### src/rtl/uart_tag_tx.sv
module uart_tag_tx #(
  parameter int DATA_W  = 8,
  parameter int OS_LOG2 = 4
) (
  input  logic              clk,
  input  logic              rst,
  input  logic              wr_n,
  input  logic [DATA_W-1:0] din,
  input  logic              odd_par,
  output logic              tx,
  output logic              tx_ready
);
  localparam int FR_W = DATA_W + 2;

  logic [2:0]         wr_sync;
  logic               wr_edge;
  logic [DATA_W-1:0]  hold;
  logic               hold_full;
  logic [OS_LOG2-1:0] baud_cnt;
  logic               tick;
  logic [FR_W-1:0]    shreg;
  logic               par;
  logic               done;
  logic               par_cycle;
  logic               load;

  assign wr_edge   = wr_sync[1] & ~wr_sync[2];
  assign tick      = &baud_cnt;
  assign done      = ~|shreg;
  assign par_cycle = shreg[1] & ~|shreg[FR_W-1:2];
  assign load      = tick & done & hold_full;

  always_ff @(posedge clk) begin
    if (rst) begin
      wr_sync   <= '1;
      hold      <= '0;
      hold_full <= 1'b0;
      tx_ready  <= 1'b1;
      baud_cnt  <= '0;
      shreg     <= '0;
      par       <= 1'b0;
      tx        <= 1'b1;
    end else begin
      wr_sync   <= {wr_sync[1:0], wr_n};
      baud_cnt  <= baud_cnt + 1'b1;
      if (wr_edge) hold <= din;
      hold_full <= wr_edge | (hold_full & ~load);
      tx_ready  <= ~wr_edge & (tx_ready | load);
      if (tick) begin
        if (load) begin
          shreg <= {2'b10, hold};
          par   <= odd_par;
          tx    <= 1'b0;
        end else begin
          shreg <= {1'b0, shreg[FR_W-1:1]};
          par   <= par ^ shreg[0];
          tx    <= done ? 1'b1 : (par_cycle ? par : shreg[0]);
        end
      end
    end
  end
endmodule

### config.mk
export PLATFORM = sky130hd
export DESIGN_NAME = uart_tag_tx
export DESIGN_NICKNAME = d
export VERILOG_FILES = /design/src/rtl/uart_tag_tx.sv
export SDC_FILE = /design/constraint.sdc
export NUM_CORES = 1
export LEC_CHECK = 0
export ABC_AREA = 0
export BUFFER_PORTS_ARGS = -buffer_cell sky130_fd_sc_hd__buf_2
export CORE_MARGIN = 5
export CORE_UTILIZATION = 42
export DETAILED_ROUTE_END_ITERATION = 10
export SETUP_SLACK_MARGIN = 0.05
export SYNTH_ARGS = -nofsm -noshare
export SYNTH_HDL_FRONTEND = slang
export SYNTH_SLANG_ARGS = --single-unit
### constraint.sdc
create_clock -name clk -period 1.84 [get_ports clk]
set_input_delay 0.092 -clock clk [delete_from_list [all_inputs] [get_ports clk]]
set_output_delay 0.092 -clock clk [all_outputs]
set_load 0.02 [all_outputs]
==> results.md <==
* Top post-synthesis cells by area: dfxtp_1 (51%), nand2_1 (6.0%), a21oi_1 (5.8%), a211oi_1 (5.3%), nor2_1 (4.7%)
* Post-synthesis mux area share at less than 1%
* R2r startpoint: shreg[5]
* Max_cap viols at 0
* Core area at around 2500 um^2
* Hold Crit Start: din[5]
* TritonCTS clock tree: yes
* I/O Buffers at 13
* Vias at roughly 900
* TritonRoute pass-1 iters at 4
* Pleak at around 0.5 nW
* Initial core utilization at between 40% and 50%
* Largest family of logic cells by synthesized area: simple AND/OR/NAND/NOR gates
* Uppermost layer routed: met4
* Initial antenna violation count at 0
* TritonCTS Buffers at 5
* Yosys warning total at 0
* Final period util at approximately 93%
* HP Class: input pin to flop
* Crit path launch: shreg[5]
* DRT iter0 DRCs at 30
* Final ANT Viol Nets at 0
* Setup violators final at 0
* Register area share after synthesis at 51.4%
* Layout Nets at 159
* Crit Path Class: flop to flop
* Layout area overhead at 18.6%
* EDFF count, synth at 0
* Total grt overflow at 0
* DR WL/cell at between 10 and 15 um
* Hold path cells at 3
* Cell Rows at 18
* Crit path arrival time at ~2 ns
* Slew headroom at between 60% and 70%
* RD Place Congestion at roughly 0.74
* #FFs+latches synth at 29
* Max Freq at between 0.5 and 0.6 GHz
* Worst Path Max Fanout at 5
* FF-to-FF path depth at 5
* Die Height at 61.9 um
* Xor and xnor area share after synthesis at 1.55%
* R2r setup slk at approximately 0.13 ns
* Power per cell area at just over 800 nW/um^2
* Worst Tran Pin Value at ~0.53 ns
* Slew Viols, Final at 0
* Worst Hold Path EP: hold[5]
* Via density at 5.18
* Die Wd at slightly above 60 um
* Area share of fa/ha/maj cells after synthesis at about 1.1%
* Syn avg cell area at 9.04 um^2
* GR Util All Layers at 14.0%
* Post-Syn Area at around 1100 um^2
* Simple-gate share of the synthesized area at roughly 29%
* Clock sinks at 29
* Final core occ at 53.1%
* Compound-Gate Fraction of Synth Area at around 13%
* R2R Path End: shreg[5]
* Later-pin clock latency in the skew report at approximately 0.32 ns
* Metal2 WL at just under 1000 um
* Detailed Route WL at 2200 um
* Fin Setup TNS at 0 ns
* Main synth FF type: dfxtp_1
* WP data required at between 2 and 2.5 ns
* Syn Inst Count at between 100 and 150
* Top-area cell type share of the netlist area at 51.4%
* Worst-path cell chain: or4_4, nor4_4, buf_6, a211oi_1, nor3_1
* CP startpoint kind: flop
* Largest net degree at the start of global routing at 30
* Worst clock skew at ~0.0058 ns
* Metal-1 WL at 1050 um
* Ports at 14
* First-pass GRT wire length at 3860 um
* Crit path capture type: flop
* Final hold vios at 0
* Fraction of layout cells with a size suffix above 1 at a little over a fifth
* CTS Buffer Depth at 2
* Met3 WL at approximately 120 um
* H-tree depth at 2
* Unrepaired setup endpoints after global routing: no
* Maximum VDD drop at roughly 0.68 mV
* Worst hold slack at between 0.01 and 0.015 ns
* Die area at ~3800 um^2
* Clk root buf: clkbuf_4
* DRC viols at 0
* FFs w/ async S/R, synth at 0%
* Most area-hungry cell type in the Yosys netlist: dfxtp_1
* Outcome: complete, no violations
* Post-layout min period at between 1.5 and 2 ns
* CP max stage delay at between 0.5 and 0.6 ns
* Reg clk slew, reported paths at roughly 0.090 ns
* Hpwl dp at 1500 um
* Antenna cells at 0
* Distinct cells, synth at 31
* Net Count, Synth at roughly 140
* Vias in the first global route at around 890
* Worst path slowest cell: or4_4
## critical path, delay by kind of cell, from the launching register on
kind                   cells  cell delay [ns]
AND/OR/NAND/NOR            3             1.06
flip-flops                 1             0.34
buffers and inverters      1             0.17
AO/OA/AOI/OAI              1             0.07
## timing repair
| item | in CTS | in global routing |
|---|---|---|
| gates resized for setup | 1 | 2 |
| endpoints found under the setup margin | 2 | 4 |
| setup buffers | 1 | 0 |
| gates cloned | 0 | 1 |
| endpoints found under the hold margin | 5 | 0 |
| pin swaps | 1 | 2 |
| hold buffers | 5 | 0 |
## power breakdown
group | internal (mW) | switching (mW) | leakage, nW
combinational | 0.0305 | 0.0267 | 0.221
sequential | 0.642 | 0.0104 | 0.235
clock | 0.180 | 0.199 | 0.0314
total | 0.853 | 0.236 | 0.488
## sequential cells by signal, indices dropped and copies added (netlist names)
register / count
baud_cnt: 4
hold: 8
hold_full: 1
par: 1
shreg: 10
tx: 1
tx_ready: 1
wr_sync: 3
## Yosys cell counts, drive strengths merged (2+ instances only)
library cell  instances
or2                   3
buf                   3
nor2b                 2
a211oi                8
or4                   2
nand2b                4
a21oi                13
nor2                 14
clkbuf                5
or3b                  2
nand3                 3
dfxtp                29
nor3                  8
nand2                18
## cells by family (layout without fill, tap and decap cells)
| family | after synthesis | in the layout |
|---|---|---|
| muxes | 1 | 1 |
| and+or+nand+nor | 60 | 60 |
| adders and majority gates | 1 | 1 |
| xor gates and xnor gates | 2 | 2 |
| buffers and inverters | 8 | 29 |
| AOI/OAI and AO/OA | 24 | 24 |
| DFF | 29 | 29 |
## through the flow
| stage | power (mW) | cell area, um^2 | std cells | setup slack [ns] |
|---|---|---|---|---|
| 2_1_floorplan | 0.697 | 1130 | 125 | 0.243 |
| 3_3_place_gp | 0.715 | 1210 | 162 | 0.138 |
| 3_5_place_dp | 0.716 | 1210 | 162 | 0.0378 |
| 4_1_cts | 1.11 | 1330 | 175 | 0.0748 |
| 5_1_grt | 1.15 | 1340 | 176 | 0.0542 |
| 6_report | 1.09 | 1340 | 176 | 0.127 |
## area by class of cell
type	instances	area [um^2]
multi-input cells	88	518
clock buffers	7	55.1
flip-flops and latches	29	581
repair buffers	22	149
well taps	30	37.5
fillers	248	1180
## per-layer routing
| metal | track usage, % | up-vias |
|---|---|---|
| met3 | 6.82 | 7 |
| met5 | 0 | - |
| met1 | 17.3 | 414 |
| met4 | 6.36 | 0 |
| met2 | 20.5 | 20 |
| li1 | - | 470 |
## cell usage in the layout (no fill, tap or decap), drive strengths merged
master / netlist / final
a211oi: 8 / 8
mux2i: 1 / 1
or2: 3 / 3
o31ai: 1 / 1
xor2: 1 / 1
ha: 1 / 1
or4: 2 / 2
nor4: 1 / 1
nor2: 14 / 14
nor3: 8 / 8
nor4b: 1 / 1
dfxtp: 29 / 29
o21ai: 1 / 1
xnor2: 1 / 1
or3b: 2 / 2
nand2b: 4 / 4
dlygate4sd3: 0 / 5
clkbuf: 5 / 7
a21oi: 13 / 13
nor3b: 1 / 1
buf: 3 / 17
and3: 1 / 1
nand2: 18 / 18
nand3: 3 / 3
nor2b: 2 / 2
a31oi: 1 / 1
## worst max path at each step
stage | cells past startpoint | to
after CTS | 5 | shreg[5]
after global placement | 5 | shreg[5]
final | 5 | shreg[5]
after floorplan | 5 | shreg[1]
after detailed placement | 5 | shreg[5]
after global routing | 5 | shreg[6]
No activity file was read; power rests on OpenSTA's default activity.
